File: config.mk
export PLATFORM = sky130hd
export DESIGN_NAME = batt_current_meter
export DESIGN_NICKNAME = d
export VERILOG_FILES = /design/src/rtl/bcm_pkg.sv /design/src/rtl/bcm_avg_window.sv /design/src/rtl/bcm_coulomb.sv /design/src/rtl/bcm_host_port.sv /design/src/rtl/batt_current_meter.sv
export SDC_FILE = /design/constraint.sdc
export NUM_CORES = 1
export LEC_CHECK = 0
export ABC_AREA = 1
export BUFFER_PORTS_ARGS = -buffer_cell sky130_fd_sc_hd__buf_2
export CAP_MARGIN = 0
export CORE_ASPECT_RATIO = 1.4
export CORE_UTILIZATION = 65
export CTS_CLUSTER_SIZE = 10
export DETAILED_ROUTE_END_ITERATION = 7
export PLACE_DENSITY = 0.86
export SLEW_MARGIN = 25
export SYNTH_ARGS = -nofsm -noshare
export SYNTH_HDL_FRONTEND = slang
export SYNTH_SLANG_ARGS = --single-unit
File: constraint.sdc
create_clock -name clk -period 9.7 [get_ports clk]
set_clock_uncertainty 0.2 [all_clocks]
set_input_delay 1.455 -clock clk [delete_from_list [all_inputs] [get_ports clk]]
set_output_delay 1.455 -clock clk [all_outputs]
set_load 0.1 [all_outputs]
File: src/rtl/bcm_pkg.sv
// Shared types for the current averaging and charge integration core.
package bcm_pkg;
    localparam int WORD_W = 16;
    localparam int BYTE_W = 8;

    // Host port address map.
    typedef enum logic [1:0] {
        RA_CUR_HI = 2'd0,
        RA_CUR_LO = 2'd1,
        RA_ACC_HI = 2'd2,
        RA_ACC_LO = 2'd3
    } reg_addr_e;

    // One averaged result handed from the window stage to the integrator.
    typedef struct packed {
        logic                     stb;
        logic signed [WORD_W-1:0] val;
    } avg_msg_t;
endpackage

File: src/rtl/bcm_avg_window.sv
// Averaging window: subtracts the bias from every valid sample and sums the
// corrected samples over MS_PER_UPD ms ticks. At the window end it divides
// the sum by 2**AVG_LOG2 (floor), clamps the result to SAMPLE_W signed bits,
// publishes it left-justified in a 16-bit word and strobes it to the
// integrator. Assumes at most 2**(AVG_LOG2+1) samples arrive per window.
module bcm_avg_window
    import bcm_pkg::*;
#(
    parameter int SAMPLE_W   = 13,
    parameter int BIAS_W     = 8,
    parameter int AVG_LOG2   = 7,
    parameter int MS_PER_UPD = 88
) (
    input  logic                clk,
    input  logic                rst_n,
    input  logic                smp_valid,
    input  logic [SAMPLE_W-1:0] smp_data,
    input  logic [BIAS_W-1:0]   bias,
    input  logic                ms_tick,
    output logic [WORD_W-1:0]   cur_word,
    output avg_msg_t            avg_o
);
    localparam int CORR_W = ((SAMPLE_W > BIAS_W) ? SAMPLE_W : BIAS_W) + 1;
    localparam int SUM_W  = CORR_W + AVG_LOG2 + 1;
    localparam int LPAD   = WORD_W - SAMPLE_W;
    localparam int CNT_W  = (MS_PER_UPD > 1) ? $clog2(MS_PER_UPD) : 1;
    localparam logic signed [SUM_W-1:0] LIM_HI = SUM_W'((2 ** (SAMPLE_W - 1)) - 1);
    localparam logic signed [SUM_W-1:0] LIM_LO = -SUM_W'(2 ** (SAMPLE_W - 1));

    logic signed [CORR_W-1:0]   corr;
    logic signed [SUM_W-1:0]    sum_q, sum_next, avg_full;
    logic signed [SAMPLE_W-1:0] avg_sat;
    logic                       close;

    // Offset-corrected sample, both operands sign-extended.
    always_comb begin
        corr = $signed({{(CORR_W-SAMPLE_W){smp_data[SAMPLE_W-1]}}, smp_data})
             - $signed({{(CORR_W-BIAS_W){bias[BIAS_W-1]}}, bias});
    end

    // Window length: a tick counter, or every tick when the window is one ms.
    generate
        if (MS_PER_UPD > 1) begin : g_cnt
            logic [CNT_W-1:0] ms_cnt;
            assign close = ms_tick && (ms_cnt == CNT_W'(MS_PER_UPD - 1));
            // Count ticks within the current window.
            always_ff @(posedge clk) begin
                if (!rst_n)       ms_cnt <= '0;
                else if (close)   ms_cnt <= '0;
                else if (ms_tick) ms_cnt <= ms_cnt + 1'b1;
            end
        end else begin : g_nocnt
            assign close = ms_tick;
        end
    endgenerate

    // Running sum including this cycle's sample, its floor average and clamp.
    always_comb begin
        sum_next = sum_q + (smp_valid ? SUM_W'(corr) : '0);
        avg_full = sum_next >>> AVG_LOG2;
        if (avg_full > LIM_HI)      avg_sat = LIM_HI[SAMPLE_W-1:0];
        else if (avg_full < LIM_LO) avg_sat = LIM_LO[SAMPLE_W-1:0];
        else                        avg_sat = avg_full[SAMPLE_W-1:0];
    end

    // Accumulate the window, then publish and restart it at the window end.
    always_ff @(posedge clk) begin
        if (!rst_n) begin
            sum_q     <= '0;
            cur_word  <= '0;
            avg_o.stb <= 1'b0;
            avg_o.val <= '0;
        end else begin
            avg_o.stb <= close;
            if (close) begin
                sum_q     <= '0;
                cur_word  <= {avg_sat, {LPAD{1'b0}}};
                avg_o.val <= {{LPAD{avg_sat[SAMPLE_W-1]}}, avg_sat};
            end else begin
                sum_q <= sum_next;
            end
        end
    end

    AST_CUR_HOLD: assert property (@(posedge clk) disable iff (!rst_n)
        !close |=> $stable(cur_word));
    AST_AVG_MATCHES_WORD: assert property (@(posedge clk) disable iff (!rst_n)
        avg_o.stb |-> (avg_o.val[SAMPLE_W-1:0] == cur_word[WORD_W-1:LPAD]));
    AST_CLAMP_HI: assert property (@(posedge clk) disable iff (!rst_n)
        (close && (avg_full > LIM_HI)) |=> (cur_word == {1'b0, {(WORD_W-LPAD-1){1'b1}}, {LPAD{1'b0}}}));
endmodule

File: src/rtl/bcm_coulomb.sv
// Charge integrator: adds each averaged current to a signed fractional
// residue and moves the signed charge counter by one whole unit per RES_DIV
// of residue, saturating at the counter limits. A host load replaces the
// counter, clears the residue and wins over an integration on the same edge.
// Assumes |average| < RES_DIV, so at most one carry per update.
module bcm_coulomb
    import bcm_pkg::*;
#(
    parameter int ACC_W   = 16,
    parameter int RES_DIV = 16364
) (
    input  logic                    clk,
    input  logic                    rst_n,
    input  avg_msg_t                avg_i,
    input  logic                    load,
    input  logic [ACC_W-1:0]        load_word,
    output logic signed [ACC_W-1:0] acc_o
);
    localparam int RES_W = $clog2(RES_DIV + 2 ** (WORD_W - 1)) + 2;
    localparam logic signed [RES_W-1:0] DIV_P = RES_W'(RES_DIV);
    localparam logic signed [RES_W-1:0] DIV_N = -RES_W'(RES_DIV);
    localparam logic signed [ACC_W-1:0] ACC_MAX = {1'b0, {(ACC_W-1){1'b1}}};
    localparam logic signed [ACC_W-1:0] ACC_MIN = {1'b1, {(ACC_W-1){1'b0}}};

    logic signed [RES_W-1:0] res_q, res_sum;
    logic                    carry_up, carry_dn;

    // Residue after adding this update's average, and the carry decision.
    always_comb begin
        res_sum  = res_q + $signed({{(RES_W-WORD_W){avg_i.val[WORD_W-1]}}, avg_i.val});
        carry_up = (res_sum >= DIV_P);
        carry_dn = (res_sum <= DIV_N);
    end

    // Counter and residue update with host-load priority and saturation.
    always_ff @(posedge clk) begin
        if (!rst_n) begin
            acc_o <= '0;
            res_q <= '0;
        end else if (load) begin
            acc_o <= $signed(load_word);
            res_q <= '0;
        end else if (avg_i.stb) begin
            if (carry_up) begin
                res_q <= res_sum - DIV_P;
                if (acc_o != ACC_MAX) acc_o <= acc_o + 1'b1;
            end else if (carry_dn) begin
                res_q <= res_sum + DIV_P;
                if (acc_o != ACC_MIN) acc_o <= acc_o - 1'b1;
            end else begin
                res_q <= res_sum;
            end
        end
    end

    AST_ACC_UNIT_STEP: assert property (@(posedge clk) disable iff (!rst_n)
        !load |=> ((acc_o == $past(acc_o)) || (acc_o == ACC_W'($past(acc_o) + 1'b1))
                   || (acc_o == ACC_W'($past(acc_o) - 1'b1))));
    AST_RES_BOUND: assert property (@(posedge clk) disable iff (!rst_n)
        (res_q < DIV_P) && (res_q > DIV_N));
    AST_ACC_CHARGE_DIR: assert property (@(posedge clk) disable iff (!rst_n)
        (!load && avg_i.stb && !avg_i.val[WORD_W-1]) |=> (acc_o >= $past(acc_o)));
    AST_NO_WRAP_HI: assert property (@(posedge clk) disable iff (!rst_n)
        (!load && (acc_o == ACC_MAX)) |=> (acc_o != ACC_MIN));
    AST_NO_WRAP_LO: assert property (@(posedge clk) disable iff (!rst_n)
        (!load && (acc_o == ACC_MIN)) |=> (acc_o != ACC_MAX));
    AST_LOAD_EXACT: assert property (@(posedge clk) disable iff (!rst_n)
        load |=> ((acc_o == $signed($past(load_word))) && (res_q == '0)));
endmodule

File: src/rtl/bcm_host_port.sv
// Byte-wide host register port. A high-byte read returns the live high byte
// and captures the low byte of the same word, so a later low-byte read is
// coherent with it. Charge-counter writes stage the high byte and commit the
// full word on the low-byte write. Read data is registered.
module bcm_host_port
    import bcm_pkg::*;
(
    input  logic              clk,
    input  logic              rst_n,
    input  logic              rd,
    input  logic              wr,
    input  logic [1:0]        addr,
    input  logic [BYTE_W-1:0] wdata,
    input  logic [WORD_W-1:0] cur_word,
    input  logic [WORD_W-1:0] acc_word,
    output logic [BYTE_W-1:0] rdata,
    output logic              load,
    output logic [WORD_W-1:0] load_word
);
    reg_addr_e         ra;
    logic [BYTE_W-1:0] stage_hi, snap_cur, snap_acc;

    assign ra        = reg_addr_e'(addr);
    assign load      = wr && (ra == RA_ACC_LO);
    assign load_word = {stage_hi, wdata};

    // Stage the high byte of a charge-counter write.
    always_ff @(posedge clk) begin
        if (!rst_n)                          stage_hi <= '0;
        else if (wr && (ra == RA_ACC_HI))    stage_hi <= wdata;
    end

    // Return read data and capture low-byte snapshots on high-byte reads.
    always_ff @(posedge clk) begin
        if (!rst_n) begin
            rdata    <= '0;
            snap_cur <= '0;
            snap_acc <= '0;
        end else if (rd) begin
            unique case (ra)
                RA_CUR_HI: begin
                    rdata    <= cur_word[WORD_W-1:BYTE_W];
                    snap_cur <= cur_word[BYTE_W-1:0];
                end
                RA_CUR_LO: rdata <= snap_cur;
                RA_ACC_HI: begin
                    rdata    <= acc_word[WORD_W-1:BYTE_W];
                    snap_acc <= acc_word[BYTE_W-1:0];
                end
                RA_ACC_LO: rdata <= snap_acc;
                default:   rdata <= rdata;
            endcase
        end
    end

    AST_RD_IDLE_HOLD: assert property (@(posedge clk) disable iff (!rst_n)
        !rd |=> $stable(rdata));
    AST_ACC_HI_LIVE: assert property (@(posedge clk) disable iff (!rst_n)
        (rd && (ra == RA_ACC_HI)) |=> (rdata == $past(acc_word[WORD_W-1:BYTE_W])));
    AST_ACC_LO_SNAP: assert property (@(posedge clk) disable iff (!rst_n)
        (rd && (ra == RA_ACC_LO)) |=> (rdata == $past(snap_acc)));
    AST_CUR_LO_SNAP: assert property (@(posedge clk) disable iff (!rst_n)
        (rd && (ra == RA_CUR_LO)) |=> (rdata == $past(snap_cur)));
endmodule

File: src/rtl/batt_current_meter.sv
// Top level: bias-corrected current averaging, fractional charge
// integration and the byte-wide host register port. Sample strobe and the
// millisecond tick come from the analog front end and the time base.
module batt_current_meter
    import bcm_pkg::*;
#(
    parameter int SAMPLE_W   = 13,
    parameter int BIAS_W     = 8,
    parameter int AVG_LOG2   = 7,
    parameter int MS_PER_UPD = 88,
    parameter int RES_DIV    = 16364
) (
    input  logic                clk,
    input  logic                rst_n,
    input  logic                smp_valid,
    input  logic [SAMPLE_W-1:0] smp_data,
    input  logic [BIAS_W-1:0]   bias,
    input  logic                ms_tick,
    input  logic                host_rd,
    input  logic                host_wr,
    input  logic [1:0]          host_addr,
    input  logic [7:0]          host_wdata,
    output logic [7:0]          host_rdata,
    output logic [15:0]         cur_word,
    output logic [15:0]         acc_word
);
    avg_msg_t           avg_msg;
    logic               load;
    logic [WORD_W-1:0]  load_word;
    logic signed [WORD_W-1:0] acc_s;

    assign acc_word = acc_s;

    bcm_avg_window #(
        .SAMPLE_W  (SAMPLE_W),
        .BIAS_W    (BIAS_W),
        .AVG_LOG2  (AVG_LOG2),
        .MS_PER_UPD(MS_PER_UPD)
    ) win_i (
        .clk      (clk),
        .rst_n    (rst_n),
        .smp_valid(smp_valid),
        .smp_data (smp_data),
        .bias     (bias),
        .ms_tick  (ms_tick),
        .cur_word (cur_word),
        .avg_o    (avg_msg)
    );

    bcm_coulomb #(
        .ACC_W  (WORD_W),
        .RES_DIV(RES_DIV)
    ) intg_i (
        .clk      (clk),
        .rst_n    (rst_n),
        .avg_i    (avg_msg),
        .load     (load),
        .load_word(load_word),
        .acc_o    (acc_s)
    );

    bcm_host_port port_i (
        .clk      (clk),
        .rst_n    (rst_n),
        .rd       (host_rd),
        .wr       (host_wr),
        .addr     (host_addr),
        .wdata    (host_wdata),
        .cur_word (cur_word),
        .acc_word (acc_word),
        .rdata    (host_rdata),
        .load     (load),
        .load_word(load_word)
    );

    AST_CUR_PAD_ZERO: assert property (@(posedge clk) disable iff (!rst_n)
        $past(rst_n) |-> (cur_word[WORD_W-SAMPLE_W-1:0] == '0));
endmodule

### Word level (Yosys, flattened, before mapping)

Index checks and enable logic that the tools add are counted.

| operators by class | value |
|---|---|
| add/sub/neg operators | 8 |
| mux-type cells | 12 |
| magnitude comparators | 4 |
| reductions and logical operators | 12 |
| bitwise gates (word level) | 1 |
| equality and inequality tests | 7 |

Operators with widths:

| kind | count |
|---|---|
| 2-to-1 mux 16 bit | 6 |
| 2-to-1 mux 18 bit | 2 |
| inequality test 16 bit, second input constant | 2 |
| case mux 8 bit (4 select lines) | 1 |
| 2-to-1 mux 13 bit | 2 |
| adder 22 bit | 1 |
| 2-to-1 mux 22 bit | 1 |
| adder 18 x 13 -> 18 bit | 1 |
| adder 18 x 15 -> 18 bit, second input constant | 1 |
| >= comparator 18 x 15 -> 1 bit, second input constant | 1 |
| <= comparator 18 x 15 -> 1 bit, second input constant | 1 |
| subtractor 18 x 15 -> 18 bit, second input constant | 1 |
| adder 16 x 1 -> 16 bit, second input constant | 1 |
| subtractor 16 x 1 -> 16 bit, second input constant | 1 |
| > comparator 15 x 13 -> 1 bit, second input constant | 1 |
| < comparator 15 x 13 -> 1 bit, second input constant | 1 |
| subtractor 13 x 8 -> 14 bit | 1 |
| adder 7 x 1 -> 7 bit, second input constant | 1 |
| == test 7 bit, second input constant | 1 |
| nonzero test 3 bit | 2 |
| == test 2 bit, second input constant | 2 |
| AND reduction 2 bit | 2 |
| AND reduction 4 bit | 1 |
| OR reduction 2 bit | 2 |
| 6 further kinds | 8 |

| word-level totals | value |
|---|---|
| flip-flop bits (word level) | 119 |
| output and inout bits | 40 |
| word-level logic and storage cells | 55 |

### Longest topological paths before layout

| logic depth | value |
|---|---|
| depth after elaboration | 6 |
| gate-level depth with buffers | 33 |
| depth with buffers taken out | 32 |

### By module

From an unflattened synthesis, not the netlist that was laid out.

| second synthesis, totals | value |
|---|---|
| cell total of the unflattened synthesis | 1451 |
| area total of the unflattened synthesis | 9297.7 µm² |

By module, submodules not included:

| module | area an instance (µm²) | seq. area each (µm²) | cells each | times used |
|---|---|---|---|---|
| bcm_coulomb | 4332.9 | 680.7 | 716 | 1 |
| bcm_avg_window | 3480.8 | 860.8 | 529 | 1 |
| bcm_host_port | 1483.9 | 640.6 | 206 | 1 |

### Worst setup path after synthesis

No wires, ideal clock.

| timing path | value |
|---|---|
| kind | input-to-reg |
| start point | in smp_data[0] |
| end point | reg win_i.avg_o[0] (netlist name) |
| arrival | 4664 ps |
| cell stages on the path | 30 |
| buffers on the path | 1 |
| library setup time | 113 ps |
| slack | 4724 ps |
| cell sequence | inv_1 > ha_1 > fa_1 > inv_1 > nand3_1 > nand2_1 > a21oi_1 > inv_1 > nand2_1 > inv_1 > o21ai_0 > nand2_1 > o21ai_0 > a21oi_1 > ha_1 > a21oi_1 > o21ai_0 > a21oi_1 > o21ai_1 > nand2_1 > nand2_1 > nand2_1 > nand2_1 > xnor2_1 > nand2_1 > nand3_1 > clkbuf_1 > nand2_1 > nand2_1 > nand2_1 |

| on the way | value |
|---|---|
| cells in the longest elaborated chain, start to end | 6 |

RTL lines:

| what | line | source |
|---|---|---|
| from (decl) | batt_current_meter.sv:16 | `input logic [SAMPLE_W-1:0] smp_data,` |
| subtractor 13 x 8 -> 14 bit (*) | bcm_avg_window.sv:38 | `- $signed({{(CORR_W-BIAS_W){bias[BIAS_W-1]}}, bias});` |
| 2-to-1 mux 22 bit (*) | bcm_avg_window.sv:59 | `sum_next = sum_q + (smp_valid ? SUM_W'(corr) : '0);` |
| adder 22 bit (*) | bcm_avg_window.sv:59 |  |
| < comparator 15 x 13 -> 1 bit | bcm_avg_window.sv:62 | `else if (avg_full < LIM_LO) avg_sat = LIM_LO[SAMPLE_W-1:0];` |
| 2-to-1 mux 13 bit | bcm_avg_window.sv:62 |  |
| 2-to-1 mux 13 bit (*) | bcm_avg_window.sv:61 | `if (avg_full > LIM_HI) avg_sat = LIM_HI[SAMPLE_W-1:0];` |
| to (decl) | bcm_avg_window.sv:21 | `output avg_msg_t avg_o` |

Mark *: on every way between the ends. The rest lies on a longest branch, timed or not.
A chain may end at the register's enable or synchronous reset.

### Final worst setup path

| timing path | value |
|---|---|
| start point | in bias[7] |
| end point | reg win_i.avg_o[4] (netlist name) |

| on the way | value |
|---|---|
| cells in the longest elaborated chain, start to end | 6 |

RTL lines:

| what | line | source |
|---|---|---|
| from (decl) | batt_current_meter.sv:17 | `input logic [BIAS_W-1:0] bias,` |
| subtractor 13 x 8 -> 14 bit (*) | bcm_avg_window.sv:38 |  |
| 2-to-1 mux 22 bit (*) | bcm_avg_window.sv:59 |  |
| adder 22 bit (*) | bcm_avg_window.sv:59 |  |
| < comparator 15 x 13 -> 1 bit | bcm_avg_window.sv:62 |  |
| 2-to-1 mux 13 bit | bcm_avg_window.sv:62 |  |
| 2-to-1 mux 13 bit (*) | bcm_avg_window.sv:61 |  |

Marks and branches as above.

==> impl_metrics.json <==
{
  "final_hold_viol_count": 0,
  "antenna_left": 0,
  "remaining_drc_errors": 0,
  "nets": 1508,
  "yosysTopAreaCellShare_pct": 24.7,
  "status": "finished clean",
  "synth_top_area_cell": "dfxtp_1",
  "first_global_vias": 8120,
  "total_power_mw": 1.36,
  "dp_hpwl_mm": 16.8,
  "core_area_mm2": 0.0129,
  "die_width_um": 99.2,
  "hold_buffers": 0,
  "grt_overflow": 0,
  "ys_ff_latch": 106,
  "die_area_mm2": 0.0137,
  "synth_cell_types": 51,
  "critPathSlowestCell": "o21ai_1",
  "p_per_area_mw_per_mm2": 148,
  "initial_core_util_pct": 66.7,
  "clk_path_buf_depth": 2,
  "clk_latency_ns": 0.36,
  "yosysWarnings": 0,
  "drt-total-wl_mm": 22.0,
  "avgViaCountPerCell": 5.67,
  "post_cts_buffers": 0,
  "topRoutingLayerUsed": "met5",
  "r2r.worst_path.cells": 24,
  "critical_path_required_ns": 9.80,
  "hold_end": "port_i.stage_hi[6]",
  "synth_edf_count": 0,
  "hp-class": "flip-flop to flip-flop",
  "rsz0062_at_grt": "false",
  "cts_resized": 0,
  "syn_avg_cell_area_um2": 6.34,
  "p_leak_nw": 4.74,
  "holdPathStages": 2,
  "cp-end-kind": "flip-flop",
  "drt_pre_antenna_iters": 5,
  "drv_cap": 0,
  "ir_worst_vdd_mv": 0.105,
  "io_pins": 77,
  "clkTransAtPathRegs_ns": 0.08,
  "worstMarginPinSlew_ns": 0.959,
  "wl_per_cell_um": 14.1,
  "synth_seq_area_share_pct": 24.7,
  "ys.flop_type": "dfxtp_1",
  "path_class": "input pin to flip-flop",
  "tns_ns": 0,
  "worstReg2RegStart": "win_i.avg_o[2]",
  "drive_gt1_share_pct": 11.5,
  "syn_area_mm2": 0.00859,
  "slew_viol_final": 0,
  "critPathMaxFanout": 12,
  "antenna_found_initial": 1,
  "fin_crit_ns": 5.39,
  "synth.area.top_cells": "dfxtp_1 25%, nand2_1 17%, ha_1 10%, nor2_1 6.4%, inv_1 6.2%",
  "max_slew_margin_pct": 35.7,
  "row_count": 49,
  "grt_max_degree": 36,
  "dr.first_iter.drc_count": 411,
  "setup_viol": 0,
  "htreeDepth": 3,
  "grt_pass1_wl_mm": 36.9,
  "min_from": "port_i.stage_hi[6]",
  "synth_most_common_cell": "nand2_1",
  "fillers": 1162,
  "syn-instance-count": 1355,
  "die_h_um": 138,
  "ctsRootBufferMaster": "clkbuf_16",
  "place_congestion": 0.946,
  "grt_usage_pct": 33.0,
  "cts_tree": "built",
  "synth-async-reset-ratio_pct": 0,
  "rrSetupSlack_ns": 4.43,
  "vias": 8815,
  "diodes": 0,
  "wl_met3_mm": 1.24,
  "max_stage_delay_ns": 0.65,
  "wl_met1_mm": 9.00,
  "portBuffers": 73,
  "synthTopCellsByCount": "389 x nand2_1, 147 x nor2_1, 141 x inv_1",
  "finalCritPeriodShare_pct": 55.6,
  "cts.sinks": 106,
  "start_kind": "input pin",
  "wl_met2_mm": 11.0,
  "fmax_mhz": 185,
  "r2r_end": "intg_i.acc_o[14]",
  "cts_buffers": 9,
  "area_delta_synth_final_pct": 7.20,
  "crit_arrival_ns": 5.49,
  "cp_common_cell": "nand2_1"
}
==> stage by stage <==
stage | util [%] | cells | worst slack [ns] | hold WS, ns | cell area (µm²)
floorplan | - | 1357 | 4.72 | 0.225 | 8600
global placement | 69.2 | 1539 | 4.18 | 0.238 | 8910
detailed placement | 69.2 | 1539 | 4.07 | 0.242 | 8910
CTS | 71.5 | 1555 | 4.41 | 0.253 | 9210
global route | 71.5 | 1555 | 3.84 | 0.271 | 9210
finish | 71.5 | 1555 | 4.31 | 0.253 | 9210
==> worst max-delay path by stage <==
stage / endpoint / startpoint / slack (ns) / cells after the start
final: win_i.avg_o[4] / bias[7] / 4.31 / 28
after global routing: win_i.avg_o[1] / bias[2] / 3.84 / 29
after CTS: win_i.avg_o[2] / bias[2] / 4.41 / 29
after detailed placement: win_i.avg_o[2] / bias[2] / 4.07 / 29
after global placement: win_i.avg_o[11] / smp_data[0] / 4.18 / 30
after floorplan: win_i.avg_o[0] / smp_data[0] / 4.72 / 30
==> worst max-delay path: cells and delay by family <==
kind / cells / cell delay [ns]
fa+ha+maj: 2 / 0.64
xor+xnor: 1 / 0.17
simple gates: 10 / 0.80
compound gates: 10 / 1.95
buf+inv: 5 / 0.47
==> cell usage in the layout (no fill, tap or decap), drive strengths merged, types with 2 or more instances in the layout <==
cell type / instances
nor2: 151
clkbuf: 9
nand2: 414
a21o: 2
o211ai: 3
o31ai: 2
nand3: 95
or2: 12
o21bai: 9
xnor2: 14
a21oi: 110
a41oi: 4
o21ai: 75
inv: 155
dfxtp: 106
nand3b: 7
nor4: 4
o2111ai: 2
xor2: 24
nand4: 14
nor3: 11
ha: 70
o221ai: 6
clkinv: 2
a21boi: 2
a31oi: 9
buf: 76
fa: 4
conb: 3
==> sequential cells by signal, indices dropped and copies added (netlist names) <==
signal,cells
intg_i.res_q,18
port_i.snap_acc,8
intg_i.acc_o,16
win_i.avg_o,14
win_i.sum_q,22
port_i.rdata,8
win_i.g_cnt.ms_cnt,7
port_i.stage_hi,8
port_i.snap_cur,5
==> routing by layer <==
metal | vias up | GRT usage, %
li1 | 4491 | -
met1 | 3958 | 39.2
met2 | 301 | 58.5
met3 | 63 | 4.50
met4 | 2 | 15.2
met5 | - | 0
==> cell type report <==
cell class	count	area, µm²	area share [%]
Clock buffer	9	225	2.45
Clock inverter	7	67.6	0.734
Inverter	151	567	6.16
Multi-Input combinational cell	1053	5650	61.3
Sequential cell	106	2120	23.0
Tap cell	153	191	2.08
Timing Repair Buffer	76	388	4.21
==> power by group <==
group          switching, mW  leakage (nW)  total, mW  internal (mW)
registers             0.0226         0.864      0.497          0.474
clock network          0.188         0.142      0.370          0.182
logic                  0.331          3.74      0.494          0.162
==> cells by family (layout without fill, tap and decap cells) <==
| group | count (synthesis) | after routing | synth area share (%) |
|---|---|---|---|
| AND/OR/NAND/NOR | 710 | 710 | 35.2 |
| AO/OA/AOI/OAI | 227 | 227 | 15.2 |
| buffers and inverters | 198 | 243 | 9.64 |
| flip-flops | 106 | 106 | 24.7 |
| adder cells (fa/ha/maj) | 74 | 74 | 11.1 |
| XOR/XNOR | 38 | 38 | 3.96 |
| other | 1 | 3 | 0.0437 |
| multiplexers | 1 | 1 | 0.117 |
Note: power is estimated with default switching activity, not from simulation.
